==> src/rtl/fpls_pkg.sv <==
package fpls_pkg;

  typedef enum logic {
    FORM_INDEXED = 1'b0,
    FORM_IMMED   = 1'b1
  } fpls_form_e;

  typedef enum logic [1:0] {
    ST_IDLE  = 2'd0,
    ST_CHECK = 2'd1,
    ST_REQ   = 2'd2,
    ST_RSP   = 2'd3
  } fpls_state_e;

  typedef struct packed {
    logic legal;
    logic store;
    logic update;
  } fpls_dec_t;

endpackage

==> src/rtl/fpls_decode.sv <==
module fpls_decode
  import fpls_pkg::*;
#(
  parameter int SUB_W    = 4,
  parameter int IDX_W    = 4,
  parameter int X_ST_BIT = 2,
  parameter int X_UP_BIT = 0,
  parameter int I_ST_BIT = 2,
  parameter int I_UP_BIT = 3
) (
  input  logic             form,
  input  logic [SUB_W-1:0] op2,
  input  logic [IDX_W-1:0] r,
  input  logic [IDX_W-1:0] s,
  input  logic [IDX_W-1:0] t,
  output fpls_dec_t        dec,
  output logic [IDX_W-1:0] fp_idx,
  output logic [IDX_W-1:0] base_idx
);
  // Only the store and update bits may be set in a legal sub-opcode.
  localparam logic [SUB_W-1:0] X_MASK = SUB_W'((1 << X_ST_BIT) | (1 << X_UP_BIT));
  localparam logic [IDX_W-1:0] I_MASK = IDX_W'((1 << I_ST_BIT) | (1 << I_UP_BIT));

  always_comb begin
    if (form == FORM_IMMED) begin
      dec.legal  = (r & ~I_MASK) == '0;
      dec.store  = r[I_ST_BIT];
      dec.update = r[I_UP_BIT];
      fp_idx     = t;
    end else begin
      dec.legal  = (op2 & ~X_MASK) == '0;
      dec.store  = op2[X_ST_BIT];
      dec.update = op2[X_UP_BIT];
      fp_idx     = r;
    end
    base_idx = s;
  end
endmodule

==> src/rtl/fpls_agen.sv <==
module fpls_agen
  import fpls_pkg::*;
#(
  parameter int DATA_W   = 32,
  parameter int IMM_W    = 8,
  parameter int SCALE_SH = 2,
  parameter int ALIGN_LG = 2
) (
  input  logic              form,
  input  logic [DATA_W-1:0] base_val,
  input  logic [DATA_W-1:0] index_val,
  input  logic [IMM_W-1:0]  imm,
  output logic [DATA_W-1:0] ea,
  output logic              misaligned
);
  localparam int PAD_W = DATA_W - IMM_W - SCALE_SH;

  logic [DATA_W-1:0] offset;

  // One adder serves both forms; only the second operand is muxed.
  always_comb begin
    if (form == FORM_IMMED) offset = {{PAD_W{1'b0}}, imm, {SCALE_SH{1'b0}}};
    else                    offset = index_val;
    ea         = base_val + offset;
    misaligned = |ea[ALIGN_LG-1:0];
  end
endmodule

==> src/rtl/fpls_ctrl.sv <==
module fpls_ctrl
  import fpls_pkg::*;
#(
  parameter int DATA_W   = 32,
  parameter int IDX_W    = 4,
  parameter int ALIGN_LG = 2
) (
  input  logic              clk,
  input  logic              rst,
  input  logic              in_valid,
  output logic              in_ready,
  input  fpls_dec_t         dec,
  input  logic [DATA_W-1:0] ea,
  input  logic              misaligned,
  input  logic              fp_ok,
  input  logic [DATA_W-1:0] fp_val,
  input  logic [IDX_W-1:0]  fp_idx,
  input  logic [IDX_W-1:0]  base_idx,
  output logic              mem_req_valid,
  input  logic              mem_req_ready,
  output logic              mem_req_we,
  output logic [DATA_W-1:0] mem_req_addr,
  output logic [DATA_W-1:0] mem_req_wdata,
  input  logic              mem_rsp_valid,
  input  logic [DATA_W-1:0] mem_rsp_rdata,
  output logic              fp_wr_en,
  output logic [IDX_W-1:0]  fp_wr_idx,
  output logic [DATA_W-1:0] fp_wr_data,
  output logic              base_wr_en,
  output logic [IDX_W-1:0]  base_wr_idx,
  output logic [DATA_W-1:0] base_wr_data,
  output logic              exc_reserved,
  output logic              exc_no_fp,
  output logic              exc_align
);
  fpls_state_e state;

  assign in_ready = (state == ST_IDLE);

  always_ff @(posedge clk) begin
    if (rst) begin
      state         <= ST_IDLE;
      mem_req_valid <= 1'b0;
      mem_req_we    <= 1'b0;
      mem_req_addr  <= '0;
      mem_req_wdata <= '0;
      fp_wr_en      <= 1'b0;
      fp_wr_idx     <= '0;
      fp_wr_data    <= '0;
      base_wr_en    <= 1'b0;
      base_wr_idx   <= '0;
      base_wr_data  <= '0;
      exc_reserved  <= 1'b0;
      exc_no_fp     <= 1'b0;
      exc_align     <= 1'b0;
    end else begin
      fp_wr_en     <= 1'b0;
      base_wr_en   <= 1'b0;
      exc_reserved <= 1'b0;
      exc_no_fp    <= 1'b0;
      exc_align    <= 1'b0;
      case (state)
        ST_IDLE: begin
          if (in_valid) state <= ST_CHECK;
        end
        ST_CHECK: begin
          // Fault priority: encoding, then option, then alignment.
          if (!dec.legal) begin
            exc_reserved <= 1'b1;
            state        <= ST_IDLE;
          end else if (!fp_ok) begin
            exc_no_fp <= 1'b1;
            state     <= ST_IDLE;
          end else if (misaligned) begin
            exc_align <= 1'b1;
            state     <= ST_IDLE;
          end else begin
            mem_req_valid <= 1'b1;
            mem_req_we    <= dec.store;
            mem_req_addr  <= ea;
            mem_req_wdata <= fp_val;
            state         <= ST_REQ;
          end
        end
        ST_REQ: begin
          if (mem_req_ready) begin
            mem_req_valid <= 1'b0;
            state         <= ST_RSP;
          end
        end
        ST_RSP: begin
          if (mem_rsp_valid) begin
            fp_wr_en     <= !dec.store;
            fp_wr_idx    <= fp_idx;
            fp_wr_data   <= mem_rsp_rdata;
            base_wr_en   <= dec.update;
            base_wr_idx  <= base_idx;
            base_wr_data <= mem_req_addr;
            state        <= ST_IDLE;
          end
        end
        default: state <= ST_IDLE;
      endcase
    end
  end

  assert_req_hold_R11: assert property (@(posedge clk) disable iff (rst)
    mem_req_valid && !mem_req_ready |=> mem_req_valid && $stable(mem_req_addr)
      && $stable(mem_req_we) && $stable(mem_req_wdata))
    else $error("request changed while stalled");

  assert_req_aligned_R8: assert property (@(posedge clk) disable iff (rst)
    mem_req_valid |-> mem_req_addr[ALIGN_LG-1:0] == '0)
    else $error("misaligned request issued");

  assert_exc_exclusive_R9: assert property (@(posedge clk) disable iff (rst)
    $onehot0({exc_reserved, exc_no_fp, exc_align}))
    else $error("more than one exception pulse");

  assert_exc_quiet_R8: assert property (@(posedge clk) disable iff (rst)
    (exc_reserved || exc_no_fp || exc_align) |-> !mem_req_valid && !fp_wr_en && !base_wr_en)
    else $error("side effect alongside an exception");

  assert_ready_idle_R10: assert property (@(posedge clk) disable iff (rst)
    in_ready |-> !mem_req_valid)
    else $error("ready while a request is pending");

  assert_wb_after_rsp_R7: assert property (@(posedge clk) disable iff (rst)
    (fp_wr_en || base_wr_en) |-> $past(mem_rsp_valid))
    else $error("writeback without a memory response");
endmodule

==> src/rtl/fpls_unit.sv <==
module fpls_unit
  import fpls_pkg::*;
#(
  parameter int DATA_W   = 32,
  parameter int IDX_W    = 4,
  parameter int SUB_W    = 4,
  parameter int IMM_W    = 8,
  parameter int SCALE_SH = 2,
  parameter int ALIGN_LG = 2
) (
  input  logic              clk,
  input  logic              rst,
  input  logic              in_valid,
  output logic              in_ready,
  input  logic              in_form,
  input  logic [SUB_W-1:0]  in_op2,
  input  logic [IDX_W-1:0]  in_r,
  input  logic [IDX_W-1:0]  in_s,
  input  logic [IDX_W-1:0]  in_t,
  input  logic [IMM_W-1:0]  in_imm,
  input  logic [DATA_W-1:0] in_base_val,
  input  logic [DATA_W-1:0] in_index_val,
  input  logic [DATA_W-1:0] in_fp_val,
  input  logic              in_fp_present,
  output logic              mem_req_valid,
  input  logic              mem_req_ready,
  output logic              mem_req_we,
  output logic [DATA_W-1:0] mem_req_addr,
  output logic [DATA_W-1:0] mem_req_wdata,
  input  logic              mem_rsp_valid,
  input  logic [DATA_W-1:0] mem_rsp_rdata,
  output logic              fp_wr_en,
  output logic [IDX_W-1:0]  fp_wr_idx,
  output logic [DATA_W-1:0] fp_wr_data,
  output logic              base_wr_en,
  output logic [IDX_W-1:0]  base_wr_idx,
  output logic [DATA_W-1:0] base_wr_data,
  output logic              exc_reserved,
  output logic              exc_no_fp,
  output logic              exc_align
);
  logic              take;
  logic              form_q;
  logic [SUB_W-1:0]  op2_q;
  logic [IDX_W-1:0]  r_q, s_q, t_q;
  logic [IMM_W-1:0]  imm_q;
  logic [DATA_W-1:0] base_q, index_q, fpv_q;
  logic              fpok_q;

  fpls_dec_t         dec;
  logic [IDX_W-1:0]  fp_idx, base_idx;
  logic [DATA_W-1:0] ea;
  logic              misaligned;

  assign take = in_valid && in_ready;

  // Operands are captured once; they stay put until the unit is idle again.
  always_ff @(posedge clk) begin
    if (rst) begin
      form_q  <= 1'b0;
      op2_q   <= '0;
      r_q     <= '0;
      s_q     <= '0;
      t_q     <= '0;
      imm_q   <= '0;
      base_q  <= '0;
      index_q <= '0;
      fpv_q   <= '0;
      fpok_q  <= 1'b0;
    end else if (take) begin
      form_q  <= in_form;
      op2_q   <= in_op2;
      r_q     <= in_r;
      s_q     <= in_s;
      t_q     <= in_t;
      imm_q   <= in_imm;
      base_q  <= in_base_val;
      index_q <= in_index_val;
      fpv_q   <= in_fp_val;
      fpok_q  <= in_fp_present;
    end
  end

  fpls_decode #(.SUB_W(SUB_W), .IDX_W(IDX_W)) decode_i (
    .form     (form_q),
    .op2      (op2_q),
    .r        (r_q),
    .s        (s_q),
    .t        (t_q),
    .dec      (dec),
    .fp_idx   (fp_idx),
    .base_idx (base_idx)
  );

  fpls_agen #(
    .DATA_W(DATA_W), .IMM_W(IMM_W), .SCALE_SH(SCALE_SH), .ALIGN_LG(ALIGN_LG)
  ) agen_i (
    .form       (form_q),
    .base_val   (base_q),
    .index_val  (index_q),
    .imm        (imm_q),
    .ea         (ea),
    .misaligned (misaligned)
  );

  fpls_ctrl #(.DATA_W(DATA_W), .IDX_W(IDX_W), .ALIGN_LG(ALIGN_LG)) ctrl_i (
    .clk           (clk),
    .rst           (rst),
    .in_valid      (in_valid),
    .in_ready      (in_ready),
    .dec           (dec),
    .ea            (ea),
    .misaligned    (misaligned),
    .fp_ok         (fpok_q),
    .fp_val        (fpv_q),
    .fp_idx        (fp_idx),
    .base_idx      (base_idx),
    .mem_req_valid (mem_req_valid),
    .mem_req_ready (mem_req_ready),
    .mem_req_we    (mem_req_we),
    .mem_req_addr  (mem_req_addr),
    .mem_req_wdata (mem_req_wdata),
    .mem_rsp_valid (mem_rsp_valid),
    .mem_rsp_rdata (mem_rsp_rdata),
    .fp_wr_en      (fp_wr_en),
    .fp_wr_idx     (fp_wr_idx),
    .fp_wr_data    (fp_wr_data),
    .base_wr_en    (base_wr_en),
    .base_wr_idx   (base_wr_idx),
    .base_wr_data  (base_wr_data),
    .exc_reserved  (exc_reserved),
    .exc_no_fp     (exc_no_fp),
    .exc_align     (exc_align)
  );

  assert_operands_held_R7: assert property (@(posedge clk) disable iff (rst)
    !in_ready |=> $stable(base_q) && $stable(s_q))
    else $error("operands changed while busy");
endmodule

==> config.mk <==
export PLATFORM = sky130hd
export DESIGN_NAME = fpls_unit
export DESIGN_NICKNAME = d
export VERILOG_FILES = /design/src/rtl/fpls_pkg.sv /design/src/rtl/fpls_decode.sv /design/src/rtl/fpls_agen.sv /design/src/rtl/fpls_ctrl.sv /design/src/rtl/fpls_unit.sv
export SDC_FILE = /design/constraint.sdc
export NUM_CORES = 1
export LEC_CHECK = 0
export BUFFER_PORTS_ARGS = -buffer_cell sky130_fd_sc_hd__buf_2
export CELL_PAD_IN_SITES_DETAIL_PLACEMENT = 0
export CELL_PAD_IN_SITES_GLOBAL_PLACEMENT = 1
export CORE_MARGIN = 5
export CORE_UTILIZATION = 38
export DETAILED_ROUTE_END_ITERATION = 8
export GPL_ROUTABILITY_DRIVEN = 1
export PLACE_DENSITY = 0.72
export SLEW_MARGIN = 20
export SYNTH_ARGS = -nofsm -noshare
export SYNTH_HDL_FRONTEND = slang
export SYNTH_HIERARCHICAL = 1
export SYNTH_SLANG_ARGS = --single-unit
==> constraint.sdc <==
create_clock -name clk -period 9.26 [get_ports clk]
set_clock_uncertainty 0.1 [all_clocks]
set_input_delay 0 -clock clk [delete_from_list [all_inputs] [get_ports clk]]
set_output_delay 0 -clock clk [all_outputs]
set_load 0.05 [all_outputs]
==> results of run 1 <==
## worst max-delay path, cell delays in order, from the launching register on
cell	delay, ps
dfxtp_2	610
buf_4	390
nor2b_1	100
ha_1	240
fa_1	460
or2_2	350
nor3_4	630
buf_4	690
mux2i_1	270
## per-stage QoR
| stage | worst slack (ps) | power, mW | cell area, um^2 |
|---|---|---|---|
| 2_1_floorplan | 6283 | 1.468 | 13390 |
| 3_3_place_gp | 5431 | 1.544 | 14760 |
| 3_5_place_dp | 5281 | 1.547 | 14760 |
| 4_1_cts | 5263 | 2.795 | 18330 |
| 5_1_grt | 5122 | 2.887 | 18340 |
| 6_report | 5305 | 2.767 | 18340 |
## flip-flops by register name, indices dropped and copies added (netlist names), 8 cells and up, named ones only
signal / count
index_q: 32
ctrl_i/mem_req_wdata: 32
fpv_q: 32
ctrl_i/base_wr_data: 32
ctrl_i/fp_wr_data: 32
base_q: 32
imm_q: 8
ctrl_i/mem_req_addr: 32
## logic make-up after synthesis
logic type      after synthesis  share of synthesized area
simple gates                523                     0.1987
buf+inv                     137                    0.06262
mux                          79                    0.06206
fa+ha+maj                    32                    0.03047
flops                       267                     0.3993
compound gates              423                     0.2279
xor+xnor                     29                    0.01897
## cell usage in the layout, fill, tap and decap left out, types with 19 or more instances in the layout
cell / n
nand3_1: 132
a21oi_1: 194
nor2b_1: 24
a21bo_2: 72
nand2_1: 179
ha_1: 31
clkbuf_16: 30
dlygate4sd3_1: 260
a21oi_2: 38
mux2i_1: 65
buf_2: 300
nand2b_1: 132
xnor2_1: 19
a21bo_1: 50
dfxtp_1: 266
## power by group through the flow
stage	clock network, mW	logic [mW]	registers [mW]
finish	1.16	0.398	1.21
global route	1.24	0.437	1.21
CTS	1.19	0.396	1.21
detailed placement	0	0.316	1.23
global placement	0	0.314	1.23
floorplan	0	0.241	1.23
## worst paths after layout
check	start	slack (ps)	cells after the start	end
hold / removal	in_base_val[3]	120	4	base_q[3]
setup / recovery	form_q	5300	8	ctrl_i/mem_req_addr[29]
hold reg to reg	s_q[1]	340	2	ctrl_i/base_wr_idx[1]
setup reg to reg	form_q	5300	8	ctrl_i/mem_req_addr[29]
## final cells by class
class,count,share of cell area
well taps,455,0.03104
repair buffers,571,0.2296
clock buffers,41,0.04646
clock inverters,13,0.006481
multi-input cells,1086,0.3940
diodes,3,0.0004093
inverters,3,0.0006140
flip-flops and latches,267,0.2915
## layer usage
layer	share of wire	routed length, um
met5	0	0
met4	0.024	1014
met3	0.054	2220
met2	0.45	18610
met1	0.47	19570
==> flow_summary_export.csv, run 1 <==
group,metric,value,unit
run_status,status,"complete, no violations",
hold_path,hold_path.class,"primary input to flop",
pwr,ir_worst_vdd,0.1724,mV
global_route,grt_busiest_layer,"met2",
global_route,first_global_vias,12120,
logic_synthesis,async_flop_share,0,
logic_synthesis,yosys_most_used_dff,"dfxtp_1",
route,vias_per_cell,4.944,
sta,fin_setup_tns,0,ps
worst_setup_path,cp.arrival,4330,ps
floorplan,start_util,0.3866,
logic_synthesis,synth_area_leaders,"dfxtp_1 (40%), a21oi_1 (7.3%), nand2b_1 (6.2%)",
worst_setup_path,crit_required,9630,ps
pwr,pwr-share-clk,0.420,
logic_synthesis,synth_cell_type_count,69,
route,initialDrtViolationCount,655,
logic_synthesis,seq_area_frac_synth,0.3993,
cts,cts_made_buffers,30,
global_route,grt_usage,0.2010,
global_route,grt_use_met1,0.2859,
pwr,pwr-share-comb,0.144,
floorplan,die_y,197.7,um
cts,ctsHoldBuffers,260,
worst_setup_path,endpoint_kind,"flop",
logic_synthesis,synth.most_common_cell,"dfxtp_1",
global_route,antenna_found_initial,1,
route,dr.pass1.iters,4,
finish,fin_nets,2150,
cts,cts_sinks,267,
placement,dp_hpwl,26590,um
route,routed_wirelength,41410,um
cts,htree_num_levels,1,
cts,cts_tree,"done",
global_route,grt_pass1_wl,65360,um
finish,instances_no_fill,2439,
pwr,power_frac_seq,0.436,
logic_synthesis,synth_top_cell_by_area,"dfxtp_1",
flow_run,drv_cap,0,
sta,timing.hold.ws,119.4,ps
sta,drv_slew,0,
logic_synthesis,synth_fp_nets,1681,
logic_synthesis,synth-edff-count,0,
sta,slew_headroom,0.2779,
worst_setup_path,path_max_fanout,35,
logic_synthesis,synth_area,0.01339,mm^2
sta,rsz0062_at_grt,"no",
route,antenna_left,0,
sta,fmax,252.8,MHz
floorplan,core,0.03463,mm^2
pwr,sw_frac_of_total,0.2570,
placement,dp_cells,2122,
route,vias,12060,
logic_synthesis,synthTopCellsByCount,"dfxtp_1 (267), a21oi_1 (194), nand2_1 (179)",
logic_synthesis,yosys.area.top_type_share,0.3993,
finish,areaGrowthSynthToFinish,37.00,%
cts,post_cts.repair.setup_buffers,0,
cts,insertion_delay,570,ps
floorplan,rows,68,
sta,finalHoldViolCount,0,
pwr,p_switching,711.1,uW
global_route,grt_start_max_net_pins,233,
finish,fill_cells,3205,
pwr,power_density,150.9,mW/mm^2
route,drc,0,
pwr,internal_power,2.056,mW
sta,post-route-min-period,3955,ps
cts,clk_pin_slew,60,ps
sta,setup_violations,0,
cts,clockBufferDepth,3,
route,post_drt_wl_per_cell,16.98,um
floorplan,floorplan.die_area,0.03909,mm^2
logic_synthesis,synth_cells,1490,
finish,multiInputGateArea,0.007226,mm^2
worst_setup_path,critPathLaunchType,"flop",
global_route,grt-ovfl-total,0,
finish,finish.utilization,0.5297,
placement,io_buffers,302,
logic_synthesis,synth_seq_cells,267,
finish,drive_gt1_frac,0.2564,
worst_setup_path,critPathKind,"flop to flop",
cts,cts-root-buf,"clkbuf_16",
floorplan,io_pins,303,
pwr,leakage,7.557,nW
placement,gp_congestion,0.8464,
sta,worstMarginPinSlew,1083,ps
floorplan,die_w,197.7,um
global_route,met3_usage,0.02791,
global_route,use_met2,0.3211,
logic_synthesis,syn_area_per_cell,8.985,um^2
cts,cts_resized,0,
logic_synthesis,yosysWarnings,6,
sta,post-route-period-util,0.4271,
finish,seqCellArea,0.005346,mm^2
Note: power is estimated with default switching activity, not from simulation.
==> run 2: changes to the inputs <==
Settings changed: ABC_AREA from default to 1, CORE_UTILIZATION 38 to 34, PLACE_DENSITY 0.72 to 0.73.
Clock period 9.26 ns to 3.5 ns, I/O delays scaled along.
==> run 2 against run 1 <==
Compared with the run above:
- clock power grew to 2.8 times the previous value
- die area grew 7.5%
- setup slack got worse by 4500 ps
- non-clock buffer count fell by 93
- via count grew 4.2%
- fmax rose by 44%
- sequential power grew to 2.8 times the previous value
- routed wire length down 4.7%
- sequential share of layout area up 1.7 points
- clock-buffer cell count increased by 2
==> flow_summary_export.csv, run 2 <==
group,metric,value,unit
pwr,internal_power,5.999,mW
global_route,grt_pass1_wl,62530,um
worst_setup_path,crit_required,3840,ps
hold_path,worstHoldStart,"in_index_val[10]",
pwr,ir_worst_vdd,0.2503,mV
global_route,first_global_vias,11940,
floorplan,io_pins,303,
finish,diodes,0,
logic_synthesis,synth.most_common_cell,"nand2_1",
logic_synthesis,yosys.area.top_type_share,0.4134,
finish,mostFrequentLayoutCells,"nand2_1 (492), nor2_1 (442), inv_1 (336)",
run_status,status,"complete, no violations",
logic_synthesis,synth-edff-count,0,
finish,final_common_cell,"nand2_1",
finish,fill_cells,3987,
finish,finish.utilization,0.4614,
floorplan,core,0.03758,mm^2
floorplan,die_y,205.0,um
worst_setup_path,r2r-start,"form_q",
pwr,power_density,502.5,mW/mm^2
route,dr.pass1.iters,5,
sta,fin_setup_tns,0,ps
global_route,grt-ovfl-total,0,
logic_synthesis,synth_seq_cells,267,
logic_synthesis,synthTopCellsByCount,"nand2_1 (492), nor2_1 (442), inv_1 (337)",
logic_synthesis,async_flop_share,0,
route,met3_length,2320,um
cts,htree_num_levels,1,
pwr,pwr-share-clk,0.374,
worst_setup_path,path_max_fanout,31,
hold_path,holdPathStages,4,
cts,cts-root-buf,"clkbuf_16",
logic_synthesis,syn_area_per_cell,6.468,um^2
worst_setup_path,critPathLaunchType,"flop",
cts,cts_tree,"done",
route,routed_wirelength,39450,um
finish,seqCellArea,0.005346,mm^2
route,drc,0,
sta,setup_violations,0,
floorplan,die_w,205.0,um
cts,post_cts.repair.setup_buffers,0,
worst_setup_path,endpoint_kind,"flop",
worst_setup_path,critPathKind,"flop to flop",
pwr,power_frac_seq,0.395,
route,antenna_left,0,
logic_synthesis,synth_cells,1999,
route,met1Wirelength,19100,um
placement,io_buffers,302,
route,highest_layer,"met4",
finish,multiInputGateArea,0.005776,mm^2
hold_path,hold_path.class,"primary input to flop",
route,post_drt_wl_per_cell,13.37,um
logic_synthesis,synth_area_leaders,"dfxtp_1 (41%), nand2_1 (14%), nor2_1 (13%)",
worst_setup_path,crit_top_cell,"nand2_1",
global_route,antenna_found_initial,0,
floorplan,start_util,0.3441,
finish,fin_nets,2608,
global_route,grt_start_max_net_pins,102,
worst_setup_path,crit_chain,"buf_4, inv_2, nand2_1, nand2_1, ha_1, nand2_2, inv_1, nand2_1, nand2_1, inv_1, nand3_2, nand2_1, nand3_1, nand2_1, nand2_1, o21ai_0, nor2_1",
global_route,grt_usage,0.1810,
worst_setup_path,critPathSlowestCell,"ha_1",
route,met2WireLength,17170,um
cts,cts_sinks,267,
cts,cts_made_buffers,30,
cts,insertion_delay,560,ps
finish,drive_gt1_frac,0.1684,
sta,post-route-period-util,0.7839,
logic_synthesis,yosys_most_used_dff,"dfxtp_1",
placement,dp_hpwl,29050,um
floorplan,floorplan.die_area,0.04203,mm^2
hold_path,holdPathEnd,"index_q[10]",
logic_synthesis,synth_cell_type_count,33,
pwr,leakage,9.087,nW
worst_setup_path,cp.arrival,3080,ps
logic_synthesis,synth_fp_nets,2190,
pwr,p_switching,2.713,mW
worst_setup_path,reg2reg_to,"ctrl_i/mem_req_addr[25]",
sta,timing.hold.ws,95.84,ps
finish,areaGrowthSynthToFinish,34.10,%
cts,clk_pin_slew,60,ps
sta,worstMarginPinSlew,822.8,ps
cts,cts_resized,0,
route,initialDrtViolationCount,566,
sta,rsz0062_at_grt,"no",
pwr,pwr-share-comb,0.231,
logic_synthesis,yosysWarnings,6,
route,vias,12560,
worst_setup_path,cpPeakStageDelay,390,ps
sta,slew_headroom,0.4515,
worst_setup_path,reg2reg_slack,760,ps
logic_synthesis,seq_area_frac_synth,0.4134,
logic_synthesis,synth_area,0.01293,mm^2
logic_synthesis,synth_top_cell_by_area,"dfxtp_1",
route,vias_per_cell,4.257,
sta,fmax,364.5,MHz
pwr,sw_frac_of_total,0.3114,
sta,finalHoldViolCount,0,
cts,clockBufferDepth,3,
floorplan,rows,71,
worst_setup_path,reg2reg_depth,17,
flow_run,drv_cap,0,
sta,post-route-min-period,2744,ps
placement,gp_congestion,0.8252,
sta,drv_slew,0,
run 2: kinds of logic (layout without fill, tap and decap cells):
logic type      after synthesis  after routing  share of synthesized area
simple gates               1009           1009                     0.3084
buf+inv                     434            875                     0.1420
flops                       267            267                     0.4134
compound gates              241            241                    0.09386
fa+ha+maj                    32             32                    0.03155
xor+xnor                     16             16                    0.01084
run 2: per-stage QoR:
step | std cells | power, mW | instance area (um^2) | worst slack (ps)
global route | 2951 | 9.264 | 17340 | 468.8
floorplan | 1999 | 4.882 | 12930 | 859.5
detailed placement | 2737 | 5.386 | 14710 | 742.3
CTS | 2951 | 8.844 | 17340 | 728.4
global placement | 2737 | 5.376 | 14710 | 789.0
finish | 2951 | 8.712 | 17340 | 756.2
run 2: layer usage:
metal,GRT usage,up-vias
li1,-,6793
met1,0.2523,5410
met2,0.2934,304
met3,0.02897,56
met4,0.04593,0
met5,0,-
run 2: timing repair:
action	4_1_cts	5_1_grt
endpoints found under the setup margin	0	0
endpoints found under the hold margin	172	0
hold buffers	159	0
run 2: worst max path at each step:
stage	start	to	slack (ps)	cells after the start
finish	form_q	ctrl_i/mem_req_addr[25]	760	17
global placement	form_q	ctrl_i/mem_req_addr[29]	790	17
global route	form_q	ctrl_i/mem_req_addr[28]	470	17
CTS	form_q	ctrl_i/mem_req_addr[25]	730	17
detailed placement	form_q	ctrl_i/mem_req_addr[25]	740	17
floorplan	form_q	ctrl_i/mem_req_addr[3]	860	11
run 2: worst max-delay path, delay by kind of cell, from the launching register on:
| family | cells | cell delay (ps) |
|---|---|---|
| adders and majority gates | 1 | 390 |
| AOI/OAI and AO/OA | 1 | 250 |
| and+or+nand+nor | 11 | 960 |
| DFF | 1 | 330 |
| buffers and inverters | 4 | 590 |
run 2: power by group through the flow:
stage	clock (mW)	sequential, mW	combinational [mW]
final	3.26	3.44	2.01
after global routing	3.49	3.47	2.30
after CTS	3.37	3.45	2.03
after detailed placement	0	3.51	1.88
after global placement	0	3.50	1.87
after floorplan	0	3.67	1.21
run 2: layout make-up:
class / count / share of cell area
sequential: 267 / 0.3083
clock inverter: 12 / 0.01017
multi-input combinational: 1298 / 0.3331
clock buffer: 43 / 0.04957
timing repair buffer: 478 / 0.1878
inverter: 342 / 0.07418
tap: 511 / 0.03687
==> run 3: changes to the inputs <==
Clock period 3.5 ns to 2.4 ns, I/O delays scaled along.
==> run 3 against run 2 <==
Compared with the run above:
- routed wire length rose by 8.0%
- die area did not move
- highest routed layer unchanged
- clock-buffer cell count rose by 2
- critical path depth fell by 7
- combinational power rose by 84%
- final area rose by 10%
- global-route usage rose by 0.42 points
- fmax rose by 17%
- first-iteration DRC count rose by 0.35%
- sequential power rose by 47%
- critical path type unchanged
==> flow_summary_export.csv, run 3 (same netlist as run 2, synthesis figures left out) <==
group,metric,value,unit
worst_setup_path,path_max_fanout,12,
sta,worstMarginPinSlew,467.3,ps
sta,post-route-period-util,0.9812,
cts,cts-root-buf,"clkbuf_16",
worst_setup_path,critPathKind,"flop to flop",
placement,dp_hpwl,29460,um
global_route,grt_usage,0.1853,
cts,clockBufferDepth,3,
route,initialDrtViolationCount,568,
cts,cts_made_buffers,30,
global_route,antenna_found_initial,1,
route,dr.pass1.iters,5,
cts,htree_num_levels,1,
finish,mostFrequentLayoutCells,"nand2_1 (465), nor2_1 (419), inv_1 (334)",
route,routed_wirelength,42590,um
worst_setup_path,cp.arrival,2710,ps
flow_run,drv_cap,0,
floorplan,start_util,0.3441,
finish,final_common_cell,"nand2_1",
finish,multiInputGateArea,0.006307,mm^2
sta,rsz0062_at_grt,"yes",
route,antenna_left,0,
sta,post-route-min-period,2355,ps
floorplan,die_w,205.0,um
hold_path,hold_path.class,"primary input to flop",
floorplan,rows,71,
worst_setup_path,r2r-start,"form_q",
sta,fin_setup_tns,0,ps
sta,setup_violations,0,
sta,fmax,424.6,MHz
cts,cts_tree,"done",
global_route,grt-ovfl-total,0,
sta,drv_slew,0,
finish,seqCellArea,0.005350,mm^2
worst_setup_path,endpoint_kind,"flop",
finish,drive_gt1_frac,0.2317,
cts,insertion_delay,580,ps
worst_setup_path,cp-startpoint,"form_q",
worst_setup_path,critPathLaunchType,"flop",
floorplan,core,0.03758,mm^2
global_route,first_global_vias,12470,
global_route,grt_pass1_wl,64250,um
floorplan,floorplan.die_area,0.04203,mm^2
floorplan,io_pins,303,
pwr,leakage,9.839,nW
sta,finalHoldViolCount,0,
pwr,ir_worst_vdd,0.3651,mV
finish,fin_nets,2733,
placement,io_buffers,302,
route,vias,13050,
finish,areaGrowthSynthToFinish,47.93,%
route,post_drt_wl_per_cell,13.85,um
global_route,grt_start_max_net_pins,97,
floorplan,die_y,205.0,um
cts,cts_sinks,267,
route,vias_per_cell,4.242,
sta,slew_headroom,0.6852,
hold_path,worstHoldStart,"in_fp_val[31]",
cts,clk_pin_slew,60,ps
route,drc,0,
run_status,status,"complete, no violations",
sta,timing.hold.ws,81.79,ps
placement,gp_congestion,0.8660,
worst_setup_path,crit_required,2750,ps
finish,fill_cells,3775,
pwr,power_density,686.8,mW/mm^2
## run 3: final cells by class
class / instances / area share
Antenna cell: 1 / 0.0001308
Clock buffer: 45 / 0.04586
Clock inverter: 9 / 0.003663
Inverter: 342 / 0.06875
Multi-Input combinational cell: 1298 / 0.3298
Sequential cell: 267 / 0.2797
Tap cell: 511 / 0.03343
Timing Repair Buffer: 603 / 0.2387
## run 3: layer usage
metal | vias up | wire length [um] | global-route usage
met1 | 5640 | 19880 | 0.2540
met4 | 0 | 1019 | 0.05407
met2 | 303 | 19650 | 0.3057
li1 | 7039 | - | -
met5 | - | 0 | 0
met3 | 66 | 2037 | 0.02454
## run 3: power by group
group | switching, mW | total (mW) | internal, mW
clock network | 1.86 | 4.38 | 2.52
registers | 0.257 | 5.07 | 4.81
logic | 2.11 | 3.69 | 1.58
## run 3: worst paths after layout
| kind | cells past startpoint | slack [ps] | to |
|---|---|---|---|
| worst max register to register | 10 | 50 | ctrl_i/mem_req_addr[21] |
| worst min-delay path | 4 | 80 | fpv_q[31] |
| worst min register to register | 2 | 340 | ctrl_i/fp_wr_data[17] |
| worst max-delay path | 10 | 50 | ctrl_i/mem_req_addr[21] |
## run 3: worst max-delay path, stage by stage (launching register included)
cell and delay, ps:
dfxtp_4 460, nor2_1 80, buf_4 150, fa_2 430, or2_2 290, inv_2 90
nand3b_4 90, buf_12 170, clkbuf_16 180, o21ai_1 140, nor2_1 50
## run 3: what timing repair did
| item | CTS | global route |
|---|---|---|
| hold endpoints to repair | 168 | 0 |
| setup buffers | 0 | 6 |
| gates resized for setup | 10 | 162 |
| hold buffers | 202 | 0 |
| gates cloned | 0 | 13 |
| pin swaps | 0 | 27 |
| setup endpoints to repair | 14 | 77 |
## run 3: per-stage QoR
step           cells  setup slack, ps  instance area (um^2)  total power [mW]    util
2_1_floorplan   1999            2.512                 12940             7.124       -
3_3_place_gp    2800           -127.7                 15260             8.125  0.4061
3_5_place_dp    2800           -116.6                 15260             8.136  0.4061
4_1_cts         3056            3.446                 18270             12.91  0.4863
5_1_grt         3076           -62.63                 19130             13.93  0.5090
6_report        3076            45.05                 19130             13.14  0.5090
